**src/rtl/cw_pkg.sv**
```systemverilog
package cw_pkg;
  localparam int DESC_W = 64;
  localparam int ADDR_W = 32;
  localparam int LEN_W  = 16;
  localparam int XLEN_W = LEN_W + 1;
  localparam int STRIDE = DESC_W / 8;

  typedef enum logic [1:0] {
    ACT_NOP  = 2'd0,
    ACT_RSVD = 2'd1,
    ACT_XFER = 2'd2,
    ACT_LINK = 2'd3
  } act_e;

  typedef enum logic [1:0] {
    S_IDLE   = 2'd0,
    S_LAUNCH = 2'd1,
    S_WAIT   = 2'd2,
    S_XFER   = 2'd3
  } walk_st_e;

  typedef struct packed {
    logic              valid;
    logic              last;
    logic              intr;
    act_e              act;
    logic [XLEN_W-1:0] len;
    logic [ADDR_W-1:0] addr;
  } desc_t;
endpackage

```
**src/rtl/cw_decode.sv**
```systemverilog
module cw_decode
  import cw_pkg::*;
(
  input  logic [DESC_W-1:0] raw,
  output desc_t             d
);
  logic [15:0]       attr;
  logic [LEN_W-1:0]  len_f;
  logic              unused_attr;

  assign attr        = raw[15:0];
  assign len_f       = raw[16 +: LEN_W];
  assign unused_attr = ^{attr[15:6], attr[3]};

  always_comb begin
    d.valid = attr[0];
    d.last  = attr[1];
    d.intr  = attr[2];
    d.act   = act_e'(attr[5:4]);
    d.addr  = raw[DESC_W-1 -: ADDR_W];
    if (len_f == '0) d.len = XLEN_W'(1) << LEN_W;
    else             d.len = {1'b0, len_f};
  end
endmodule

```
**src/rtl/cw_fetch.sv**
```systemverilog
module cw_fetch
  import cw_pkg::*;
(
  input  logic              clk,
  input  logic              rst_n,
  input  logic              kick,
  input  logic [ADDR_W-1:0] kick_addr,
  output logic              rd_req,
  output logic [ADDR_W-1:0] rd_addr,
  input  logic              rd_ready,
  input  logic              rd_rvalid,
  input  logic [DESC_W-1:0] rd_rdata,
  output logic [DESC_W-1:0] raw,
  output logic              raw_vld
);
  logic              req_q, req_d;
  logic              wait_q, wait_d;
  logic              vld_q, vld_d;
  logic [ADDR_W-1:0] addr_q;
  logic [DESC_W-1:0] raw_q;
  logic              cap_en;

  assign cap_en = wait_q & rd_rvalid;

  always_comb begin
    req_d  = req_q;
    wait_d = wait_q;
    vld_d  = 1'b0;
    if (kick) begin
      req_d = 1'b1;
    end else if (req_q && rd_ready) begin
      req_d  = 1'b0;
      wait_d = 1'b1;
    end
    if (cap_en) begin
      wait_d = 1'b0;
      vld_d  = 1'b1;
    end
  end

  always_ff @(posedge clk or negedge rst_n) begin
    if (!rst_n) begin
      req_q  <= 1'b0;
      wait_q <= 1'b0;
      vld_q  <= 1'b0;
      addr_q <= '0;
      raw_q  <= '0;
    end else begin
      req_q  <= req_d;
      wait_q <= wait_d;
      vld_q  <= vld_d;
      if (kick)   addr_q <= kick_addr;
      if (cap_en) raw_q  <= rd_rdata;
    end
  end

  assign rd_req  = req_q;
  assign rd_addr = addr_q;
  assign raw     = raw_q;
  assign raw_vld = vld_q;

  // read request held steady until accepted
  p_rd_hold_r3: assert property (@(posedge clk) disable iff (!rst_n)
    (rd_req && !rd_ready) |=> (rd_req && $stable(rd_addr)));
endmodule

```
**src/rtl/cw_xfer.sv**
```systemverilog
module cw_xfer
  import cw_pkg::*;
(
  input  logic              clk,
  input  logic              rst_n,
  input  logic              load,
  input  logic [ADDR_W-1:0] ld_addr,
  input  logic [XLEN_W-1:0] ld_len,
  output logic              xfer_valid,
  output logic [ADDR_W-1:0] xfer_addr,
  output logic [XLEN_W-1:0] xfer_len,
  input  logic              xfer_ready,
  output logic              ack
);
  logic              vld_q, vld_d;
  logic [ADDR_W-1:0] addr_q;
  logic [XLEN_W-1:0] len_q;

  assign ack = vld_q & xfer_ready;

  always_comb begin
    vld_d = vld_q;
    if (load)     vld_d = 1'b1;
    else if (ack) vld_d = 1'b0;
  end

  always_ff @(posedge clk or negedge rst_n) begin
    if (!rst_n) begin
      vld_q  <= 1'b0;
      addr_q <= '0;
      len_q  <= '0;
    end else begin
      vld_q <= vld_d;
      if (load) begin
        addr_q <= ld_addr;
        len_q  <= ld_len;
      end
    end
  end

  assign xfer_valid = vld_q;
  assign xfer_addr  = addr_q;
  assign xfer_len   = len_q;

  // transfer request stable until accepted
  p_xfer_hold_r2: assert property (@(posedge clk) disable iff (!rst_n)
    (xfer_valid && !xfer_ready) |=> (xfer_valid && $stable(xfer_addr) && $stable(xfer_len)));

  // a request never carries a zero length
  p_len_nonzero_r4: assert property (@(posedge clk) disable iff (!rst_n)
    xfer_valid |-> (xfer_len != '0));
endmodule

```
**src/rtl/desc_chain_walker.sv**
```systemverilog
module desc_chain_walker
  import cw_pkg::*;
(
  input  logic              clk,
  input  logic              rst_n,
  input  logic              start,
  input  logic [ADDR_W-1:0] start_addr,
  output logic              rd_req,
  output logic [ADDR_W-1:0] rd_addr,
  input  logic              rd_ready,
  input  logic              rd_rvalid,
  input  logic [DESC_W-1:0] rd_rdata,
  output logic              xfer_valid,
  output logic [ADDR_W-1:0] xfer_addr,
  output logic [XLEN_W-1:0] xfer_len,
  input  logic              xfer_ready,
  output logic              done,
  output logic              err,
  output logic              irq
);
  localparam logic [ADDR_W-1:0] STEP = ADDR_W'(STRIDE);

  walk_st_e          st_q, st_d;
  logic [ADDR_W-1:0] cur_q, cur_d;
  logic              done_q, done_d;
  logic              err_q, err_d;
  logic              irq_q, irq_d;
  logic              last_q, last_d;
  logic              intr_q, intr_d;
  logic              kick, load, ack, raw_vld;
  logic [DESC_W-1:0] raw;
  desc_t             d;

  cw_fetch u_fetch (
    .clk(clk), .rst_n(rst_n), .kick(kick), .kick_addr(cur_q),
    .rd_req(rd_req), .rd_addr(rd_addr), .rd_ready(rd_ready),
    .rd_rvalid(rd_rvalid), .rd_rdata(rd_rdata), .raw(raw), .raw_vld(raw_vld)
  );

  cw_decode u_decode (.raw(raw), .d(d));

  cw_xfer u_xfer (
    .clk(clk), .rst_n(rst_n), .load(load), .ld_addr(d.addr), .ld_len(d.len),
    .xfer_valid(xfer_valid), .xfer_addr(xfer_addr), .xfer_len(xfer_len),
    .xfer_ready(xfer_ready), .ack(ack)
  );

  always_comb begin
    st_d   = st_q;
    cur_d  = cur_q;
    done_d = done_q;
    err_d  = err_q;
    irq_d  = 1'b0;
    last_d = last_q;
    intr_d = intr_q;
    kick   = 1'b0;
    load   = 1'b0;
    unique case (st_q)
      S_IDLE: begin
        if (start) begin
          cur_d  = start_addr;
          done_d = 1'b0;
          err_d  = 1'b0;
          st_d   = S_LAUNCH;
        end
      end
      S_LAUNCH: begin
        kick = 1'b1;
        st_d = S_WAIT;
      end
      S_WAIT: begin
        if (raw_vld) begin
          if (!d.valid) begin
            err_d = 1'b1;
            st_d  = S_IDLE;
          end else if (d.act == ACT_XFER) begin
            load   = 1'b1;
            last_d = d.last;
            intr_d = d.intr;
            st_d   = S_XFER;
          end else begin
            irq_d  = d.intr;
            cur_d  = (d.act == ACT_LINK) ? d.addr : cur_q + STEP;
            done_d = d.last;
            st_d   = d.last ? S_IDLE : S_LAUNCH;
          end
        end
      end
      S_XFER: begin
        if (ack) begin
          irq_d  = intr_q;
          cur_d  = cur_q + STEP;
          done_d = last_q;
          st_d   = last_q ? S_IDLE : S_LAUNCH;
        end
      end
      default: st_d = S_IDLE;
    endcase
  end

  always_ff @(posedge clk or negedge rst_n) begin
    if (!rst_n) begin
      st_q   <= S_IDLE;
      cur_q  <= '0;
      done_q <= 1'b0;
      err_q  <= 1'b0;
      irq_q  <= 1'b0;
      last_q <= 1'b0;
      intr_q <= 1'b0;
    end else begin
      st_q   <= st_d;
      cur_q  <= cur_d;
      done_q <= done_d;
      err_q  <= err_d;
      irq_q  <= irq_d;
      last_q <= last_d;
      intr_q <= intr_d;
    end
  end

  assign done = done_q;
  assign err  = err_q;
  assign irq  = irq_q;

  // normal finish and error are exclusive
  p_done_err_excl_r8: assert property (@(posedge clk) disable iff (!rst_n)
    !(done && err));

  // nothing outstanding once finished
  p_done_quiet_r10: assert property (@(posedge clk) disable iff (!rst_n)
    done |-> (!xfer_valid && !rd_req));

  // event output is a single-cycle pulse
  p_irq_pulse_r9: assert property (@(posedge clk) disable iff (!rst_n)
    irq |=> !irq);

  // no fetch issued after the walk has stopped
  p_stop_no_fetch_r7: assert property (@(posedge clk) disable iff (!rst_n)
    ((done || err) && !start) |=> !rd_req);
endmodule

```
**config.mk**
```make
export PLATFORM = sky130hd
export DESIGN_NAME = desc_chain_walker
export DESIGN_NICKNAME = d
export VERILOG_FILES = /design/src/rtl/cw_pkg.sv /design/src/rtl/cw_decode.sv /design/src/rtl/cw_fetch.sv /design/src/rtl/cw_xfer.sv /design/src/rtl/desc_chain_walker.sv
export SDC_FILE = /design/constraint.sdc
export NUM_CORES = 1
export LEC_CHECK = 0
export BUFFER_PORTS_ARGS = -buffer_cell sky130_fd_sc_hd__buf_2
export CORE_MARGIN = 5
export CORE_UTILIZATION = 55
export CTS_BUF_LIST = sky130_fd_sc_hd__clkbuf_4 sky130_fd_sc_hd__clkbuf_8 sky130_fd_sc_hd__clkbuf_16
export DETAILED_ROUTE_END_ITERATION = 12
export PLACE_DENSITY = 0.82
export SLEW_MARGIN = 20
export SYNTH_ARGS = -nofsm -noshare
export SYNTH_HDL_FRONTEND = slang
export SYNTH_SLANG_ARGS = --single-unit
```
**constraint.sdc**
```tcl
create_clock -name clk -period 5.5 [get_ports clk]
set_input_delay 0.275 -clock clk [delete_from_list [all_inputs] [get_ports clk]]
set_output_delay 0.275 -clock clk [all_outputs]
set_load 0.01 [all_outputs]
```
==> results_dict.tcl, run 1 <==
set metrics [dict create \
    final-max-slew-violation-count 0 \
    hpwl_mm 13.2 \
    postSynthCellCount 728 \
    setup_viol 0 \
    reg2reg_from "st_q[1]$_DFFE_PN0P_" \
    grt_pass1_vias 6360 \
    synth_nets 831 \
    clk-insertion-delay-late_ns 0.43 \
    grt_pass1_wl_mm 32.4 \
    path_clk_slew_ns 0.06 \
    synth_edf_count 0 \
    outcome "complete, no violations" \
    crit_path_start "st_q[1]$_DFFE_PN0P_" \
    cts-root-buf "clkbuf_16" \
    nets 992 \
    maxCapViolCount 0 \
    ys_ff_latch 177 \
    place.port_buffers 176 \
    synthToLayoutAreaGrowth_pct 20.8 \
    peakVddDrop_mv 0.283 \
    fillers 1071 \
    r2r-end "cur_q[24]$_DFFE_PN0P_" \
    startpoint_type "flop" \
    diodes 0 \
    die_w_um 129 \
    h-tree-depth 4 \
    postCtsSetupBuffers 0 \
    drive_gt1_share_pct 33.6 \
    path_max_fanout 46 \
    rrSetupSlack_ns 2.75 \
    synthDistinctLibCells 53 \
    rsz0062_at_grt "no" \
    cts_tree "yes" \
    synthFlopType "dfrtp_1" \
    slew_headroom_pct 35.9 \
    worst-slew-pin-transition_ns 0.959 \
    p_per_area_mw_per_mm2 581 \
    crit_end "cur_q[24]$_DFFE_PN0P_" \
    syn-cell-area_sq_mm 0.00778 \
    ant_nets 0 \
    overflow 0 \
    yosysSeqAreaShare_pct 56.9 \
    start_util_pct 56.1 \
    synth_async_sr_flop_share_pct 100 \
    clockBufferDepth 2 \
    row_count 43 \
    avgSynthCellArea_sq_um 10.7 \
    reg2regPathDepth 7 \
    timing.fmax_mhz 364 \
    antenna_found_initial 0 \
    end_kind "flop" \
    core_sq_mm 0.0139 \
    hp-class "in -> reg" \
    finalCritPeriodShare_pct 50.0 \
    placed_area_sq_mm 0.00879 \
    grt.total_usage_pct 24.9 \
    cts_resized 0 \
    clkSinkCount 177 \
    fp.dieH_um 129 \
    cp.required_ns 5.81 \
    finClkSkew_ns 0.00831 \
    fin_crit_ns 2.75 \
    num_vias 6301 \
    tns_ns 0 \
    finalInstanceArea_sq_mm 0.00941 \
    cp.arrival_ns 3.06 \
    dieArea_sq_mm 0.0166 \
    grt_start_max_net_pins 65 \
    cts_buffers 17 \
    viasPerCell 5.82 \
    ys.warnings.count 0 \
    gp_congestion 0.867 \
    seqCellArea_sq_mm 0.00443 \
    dr.pass1.iters 5 \
    multi_input_area_sq_mm 0.00311 \
    wl_per_cell_um 18.3 \
    hold_violations 0 \
    ios 188 \
    power.leakage_nw 4.57 \
    holdBufCountCts 1 \
    drc 0 \
    drt_iter0_markers 457 \
    routed_wl_mm 19.8 \
    critPathKind "reg -> reg" \
]
layout by cell type (no fill, tap or decap), types with 4 or more instances in the layout:
cell       Yosys  routed
a211oi_1       4       4
a21oi_1       34      34
a22o_1        20      20
a311oi_1       4       4
a31oi_1        9       9
and3_1        18      18
and4_1         4       4
buf_2          6     175
buf_4          1      11
clkbuf_16      0      17
dfrtp_1      177     177
inv_1         15      15
inv_6          0       5
mux2_2        76      76
nand2_1      145     144
nand3_1       19      19
nand4_1       11      11
nor2_1        16      16
nor2b_1        7       7
nor3_1         7       7
nor4_1         7       7
o211ai_1       5       5
o21ai_0       44      44
o22ai_1       14      14
o31a_1         5       5
layer usage:
metal  wire [um]  vias up  global-route usage, %
met5           0        -                      0
met4         428        0                   8.89
met3        1340       36                   6.77
met2        9660      218                   39.8
met1        8380     3109                   32.9
li1            -     2938                      -
worst min-delay path by stage:
stage	start	end	slack [ns]	cells after the start
2_1_floorplan	rst_n	cur_q[0]$_DFFE_PN0P_	-0.02	0
3_3_place_gp	rst_n	u_xfer.xfer_len[11]$_DFFE_PN0P_	0.28	1
3_5_place_dp	rst_n	u_fetch.raw[27]$_DFFE_PN0P_	0.28	1
4_1_cts	rd_rdata[0]	u_fetch.raw[0]$_DFFE_PN0P_	0.04	3
5_1_grt	rd_ready	u_fetch.rd_req$_DFFE_PN0P_	0.06	2
6_report	rd_rdata[0]	u_fetch.raw[0]$_DFFE_PN0P_	0.05	3
report_power, final:
group / switching, mW / internal (mW) / total [mW]
registers: 0.491 / 1.88 / 2.37
clock network: 0.520 / 0.726 / 1.25
logic: 0.993 / 0.856 / 1.85
total: 2.00 / 3.46 / 5.47
synthesized netlist by cell type (2+ instances only):
library cell / number / share of area, %
o41ai_1: 2 / 0.23
a311oi_1: 4 / 0.45
buf_6: 2 / 0.29
nand3_1: 19 / 1.2
nand4_1: 11 / 0.88
nand2_1: 145 / 7.0
inv_1: 15 / 0.72
nor4_1: 7 / 0.56
o21ai_0: 44 / 2.8
or3_1: 2 / 0.16
o31a_1: 5 / 0.56
a21oi_1: 34 / 2.2
and3_1: 18 / 1.4
a22o_1: 20 / 2.3
buf_2: 6 / 0.39
clkbuf_1: 37 / 1.8
nor3b_1: 3 / 0.29
o311ai_0: 2 / 0.23
nor2b_1: 7 / 0.56
o22ai_1: 14 / 1.1
o311ai_1: 2 / 0.23
o211ai_1: 5 / 0.48
o2bb2ai_1: 3 / 0.34
nor3_1: 7 / 0.45
and4_1: 4 / 0.45
a21o_1: 3 / 0.29
dfrtp_1: 177 / 57
o311a_1: 2 / 0.26
a311o_1: 2 / 0.26
a211oi_1: 4 / 0.39
nor2_1: 16 / 0.77
and2_1: 2 / 0.16
a31oi_1: 9 / 0.72
mux2_2: 76 / 11
sequential cells by signal, summed over array words and instances, names as in the netlist:
name and count:
cur_q 32, done 1, err 1, intr_q 1, irq 1, last_q 1, st_q 2, u_fetch.raw 53
u_fetch.raw_vld 1, u_fetch.rd_addr 32, u_fetch.rd_req 1, u_fetch.wait_q 1, u_xfer.xfer_addr 32, u_xfer.xfer_len 17, u_xfer.xfer_valid 1
cell type report:
| type | count | share of cell area (%) |
|---|---|---|
| multi-input cells | 489 | 33.0 |
| clock inverters | 14 | 1.86 |
| flip-flops and latches | 177 | 47.1 |
| repair buffers | 188 | 10.4 |
| well taps | 180 | 2.39 |
| inverters | 16 | 0.638 |
| clock buffers | 18 | 4.60 |
logic make-up (layout without fill, tap and decap cells):
family	Yosys count	count (layout)	synth area share [%]
compound gates	162	162	13.6
flops	177	177	56.9
buf+inv	62	236	3.33
simple gates	250	250	15.0
fa+ha+maj	1	1	0.161
mux	76	76	11.0
per-stage QoR:
step	instances	hold WS, ns	util, %	worst slack (ns)	power (mW)
finish	1082	0.0541	67.8	2.75	5.47
global route	1082	0.0605	67.8	2.44	5.83
CTS	1082	0.0368	67.8	2.74	5.49
detailed placement	1049	0.279	63.3	2.75	4.23
global placement	1049	0.280	63.3	2.82	4.14
floorplan	728	-0.0206	-	3.61	3.54
worst max-delay path, stage by stage (launching register included):
cell and delay (ns):
dfrtp_1 0.70, buf_4 0.45, nand4b_1 0.27, o211a_1 0.27, buf_4 0.27, a211oi_1 0.28
a21oi_1 0.06, a311o_1 0.32
(Power assumes the default switching activity.)
==> run 2, diff against run 1 <==
Settings changed: CORE_UTILIZATION 55 to 48, PLACE_DENSITY 0.82 to 0.76.
Clock period 5.5 ns to 2.5 ns, I/O delays scaled along.
==> results_dict.tcl, run 2 (synthesis gave the netlist of run 1 again) <==
set metrics [dict create \
    overflow 0 \
    wl_per_cell_um 17.8 \
    fin_crit_ns 2.12 \
    viasPerCell 5.52 \
    nets 1064 \
    drive_gt1_share_pct 32.5 \
    ios 188 \
    drt_iter0_markers 547 \
    die_w_um 137 \
    dieArea_sq_mm 0.0189 \
    path_max_fanout 10 \
    comb_power_share_pct 35.6 \
    critPathKind "reg -> reg" \
    drc 0 \
    clk-insertion-delay-late_ns 0.43 \
    dr.pass1.iters 5 \
    hold_violations 0 \
    grt_start_max_net_pins 59 \
    cts_tree "yes" \
    routed_wl_mm 21.2 \
    row_count 46 \
    worst-slew-pin-transition_ns 0.556 \
    grt_pass1_wl_mm 34.4 \
    ant_nets 0 \
    cp.required_ns 2.82 \
    holdBufCountCts 60 \
    switching_share_pct 36.7 \
    hpwl_mm 14.3 \
    clkPwrFrac_pct 21.9 \
    rsz0062_at_grt "no" \
    final-max-slew-violation-count 0 \
    power.internal_mw 7.75 \
    antenna_found_initial 1 \
    h-tree-depth 4 \
    tns_ns 0 \
    power.leakage_nw 4.88 \
    core_sq_mm 0.0159 \
    end_kind "flop" \
    fin_cells 1191 \
    p_switching_mw 4.49 \
    timing.fmax_mhz 471 \
    placed_area_sq_mm 0.00900 \
    cts_resized 0 \
    setup_viol 0 \
    outcome "complete, no violations" \
    start_util_pct 49.0 \
    startpoint_type "flop" \
    grt.total_usage_pct 23.5 \
    p_per_area_mw_per_mm2 1200 \
    path_clk_slew_ns 0.07 \
    clkSinkCount 177 \
    cts-root-buf "clkbuf_16" \
    hp-class "in -> reg" \
    clockBufferDepth 2 \
    gp_congestion 0.910 \
    mostFrequentLayoutCells "dfrtp_1, buf_2, nand2_1" \
    synthToLayoutAreaGrowth_pct 31.0 \
    finalCritPeriodShare_pct 84.9 \
    cts_buffers 17 \
    maxCapViolCount 0 \
    slew_headroom_pct 62.7 \
    postCtsSetupBuffers 0 \
    final_util_pct 64.2 \
    finalInstanceArea_sq_mm 0.0102 \
    num_vias 6576 \
    dp.cells 1098 \
    peakVddDrop_mv 0.600 \
    largest_reg_flops 53 \
    cp.arrival_ns 2.44 \
    grt_pass1_vias 6693 \
    fp.dieH_um 137 \
    final_common_cell "dfrtp_1" \
    place.port_buffers 176 \
    seqPwrFrac_pct 42.5 \
    finClkSkew_ns 0.00818 \
]
## run 2: cell types whose count changed in the layout (fill, tap and decap cells not counted), sizes merged
cell / delta
clkinvlp: +2
inv: -2
dlygate4sd3: +59
bufinv: -1
diode: +1
buf: +13
clkbuf: +1
## run 2: metal layers
| metal | global-route usage [%] | wire length (um) | up-vias |
|---|---|---|---|
| li1 | - | - | 3075 |
| met5 | 0 | 0 | - |
| met3 | 5.22 | 1320 | 55 |
| met2 | 38.2 | 10300 | 230 |
| met4 | 9.92 | 721 | 0 |
| met1 | 30.6 | 8850 | 3216 |
## run 2: power groups by stage
stage / Sequential [mW] / Combinational, mW / Clock [mW]
floorplan: 5.19 / 2.60 / 0
finish: 5.20 / 4.36 / 2.68
global route: 5.38 / 4.84 / 2.86
detailed placement: 5.22 / 4.27 / 0
CTS: 5.18 / 4.37 / 2.73
global placement: 5.17 / 4.15 / 0
## run 2: cell type report
class,instances,area [sq um]
timing repair buffer,260,1730
multi-input combinational,489,3110
tap,216,270
antenna,1,2.50
fill,1277,5690
sequential,177,4430
inverter,16,60.1
clock inverter,13,153
clock buffer,19,447
## run 2: through the flow
step / setup WS, ns / hold WS [ns] / power, mW
3_3_place_gp: 0.424 / 0.123 / 9.33
3_5_place_dp: 0.398 / 0.120 / 9.49
2_1_floorplan: 0.611 / -0.171 / 7.79
6_report: 0.379 / 0.0141 / 12.2
4_1_cts: 0.375 / 0.0000566 / 12.3
5_1_grt: 0.193 / 0.00694 / 13.1
## run 2: worst max-delay path: stages, from the launching register on
cell	delay [ns]
dfrtp_2	0.45
or3b_1	0.51
o211a_1	0.27
buf_4	0.22
or3_1	0.34
o311ai_1	0.23
## run 2: path summary, 6_finish.rpt
kind                       slack, ns                 from                         endpoint  cells after the start
max                             0.38  st_q[1]$_DFFE_PN0P_            cur_q[29]$_DFFE_PN0P_                      5
min reg2reg                     0.47     done$_DFFE_PN0P_                 done$_DFFE_PN0P_                      2
min in group asynchronous       0.25                rst_n  u_xfer.xfer_addr[1]$_DFFE_PN0P_                      2
min                             0.01        start_addr[1]             cur_q[1]$_DFFE_PN0P_                      3
max reg2reg                     0.38  st_q[1]$_DFFE_PN0P_            cur_q[29]$_DFFE_PN0P_                      5
max in group asynchronous       1.50                rst_n  u_fetch.rd_addr[19]$_DFFE_PN0P_                      3
==> run 3, diff against run 2 <==
Clock period 2.5 ns to 1.9 ns, I/O delays scaled along.
==> results_dict.tcl, run 3 (synthesis gave the netlist of run 1 again) <==
set metrics [dict create \
    rsz0062_at_grt "yes" \
    p_per_area_mw_per_mm2 1570 \
    drc 0 \
    maxCapViolCount 0 \
    fin_crit_ns 1.85 \
    seqCellArea_sq_mm 0.00443 \
    grt_pass1_vias 6934 \
    fp.dieH_um 137 \
    overflow 0 \
    clockBufferDepth 2 \
    peakVddDrop_mv 0.825 \
    cts-root-buf "clkbuf_16" \
    path_clk_slew_ns 0.07 \
    nets 1093 \
    antenna_found_initial 1 \
    grt_start_max_net_pins 62 \
    hold_ws_ns 0.0169 \
    dp_slack_ns -0.0175 \
    critPathKind "reg -> reg" \
    outcome "complete, no violations" \
    hold_violations 0 \
    fin_ws_ns 0.0545 \
    cts_buffers 17 \
    finalCritPeriodShare_pct 97.1 \
    routed_wl_mm 21.9 \
    ios 188 \
    start_util_pct 49.0 \
    viasPerCell 5.56 \
    worst-slew-pin-transition_ns 0.587 \
    power.leakage_nw 5.07 \
    fillers 1233 \
    cts_tree "yes" \
    dr.pass1.iters 5 \
    gp_congestion 0.931 \
    mostFrequentLayoutCells "dfrtp_1, buf_2, nand2_1" \
    setup_viol 0 \
    synthToLayoutAreaGrowth_pct 35.5 \
    hpwl_mm 14.7 \
    slew_headroom_pct 60.9 \
    tns_ns 0 \
    cp.arrival_ns 2.16 \
    final-max-slew-violation-count 0 \
    wl_per_cell_um 18.0 \
    row_count 46 \
    finClkSkew_ns 0.00949 \
    dieArea_sq_mm 0.0189 \
    grt.total_usage_pct 23.9 \
    drt_iter0_markers 517 \
    ant_nets 0 \
    drive_gt1_share_pct 35.1 \
    core_sq_mm 0.0159 \
    startpoint_type "flop" \
    hp-class "in -> reg" \
    largest_reg_flops 53 \
    grt_pass1_wl_mm 35.0 \
    path_max_fanout 6 \
    timing.fmax_mhz 542 \
    h-tree-depth 4 \
    clk-insertion-delay-late_ns 0.43 \
    die_w_um 137 \
    end_kind "flop" \
    power_mw 16.5 \
    place.port_buffers 176 \
    multi_input_area_sq_mm 0.00315 \
    num_vias 6779 \
    clkSinkCount 177 \
    cp.required_ns 2.21 \
]
run 3: repair_timing:
item,in CTS,in global routing
resized for setup,1,15
pin swaps,0,2
buffers inserted,0,3
endpoints found under the setup margin,8,22
gates cloned,0,2
hold endpoints to repair,119,0
hold buffers,63,0
run 3: metal layers:
layer  GRT usage [%]  part of all wire (%)  wire length [um]
met2            39.9                    51             11100
met5               0                     0                 0
met4            7.76                   2.1               465
met1            31.3                    42              9190
met3            4.78                   5.2              1140
run 3: final cells by class:
cell class,instances,share of cell area [%]
Timing Repair Buffer,289,19.4
Multi-Input combinational cell,489,29.9
Clock inverter,11,0.985
Tap cell,216,2.56
Inverter,16,0.569
Clock buffer,21,4.50
Antenna cell,1,0.0237
Sequential cell,177,42.0
run 3: critical path: stages, from the launching register on:
cell	delay (ns)
dfrtp_2	0.45
or3b_4	0.42
buf_6	0.14
o211ai_1	0.16
buf_4	0.19
buf_6	0.11
o21ai_0	0.08
a22o_1	0.18
run 3: final timing paths:
check,start,endpoint,slack (ns),cells past startpoint
setup / recovery,st_q[1]$_DFFE_PN0P_,cur_q[14]$_DFFE_PN0P_,0.05,7
hold / removal,start_addr[10],cur_q[10]$_DFFE_PN0P_,0.02,3
setup reg to reg,st_q[1]$_DFFE_PN0P_,cur_q[14]$_DFFE_PN0P_,0.05,7
hold reg to reg,done$_DFFE_PN0P_,done$_DFFE_PN0P_,0.47,2
max in group asynchronous,rst_n,u_xfer.xfer_addr[10]$_DFFE_PN0P_,0.98,3
min in group asynchronous,rst_n,u_fetch.raw[27]$_DFFE_PN0P_,0.22,2
run 3: power breakdown:
part / switching [mW] / internal [mW] / leakage (nW)
combinational: 3.18 / 3.08 / 2.58
sequential: 1.36 / 5.45 / 2.20
clock: 1.50 / 1.94 / 0.284
total: 6.05 / 10.5 / 5.07
run 3: through the flow:
| step | std cells | cell area [sq um] | util [%] |
|---|---|---|---|
| finish | 1220 | 10500 | 66.4 |
| global route | 1220 | 10500 | 66.4 |
| CTS | 1214 | 10400 | 65.7 |
| detailed placement | 1119 | 9230 | 58.1 |
| global placement | 1119 | 9230 | 58.1 |
| floorplan | 728 | 7780 | - |
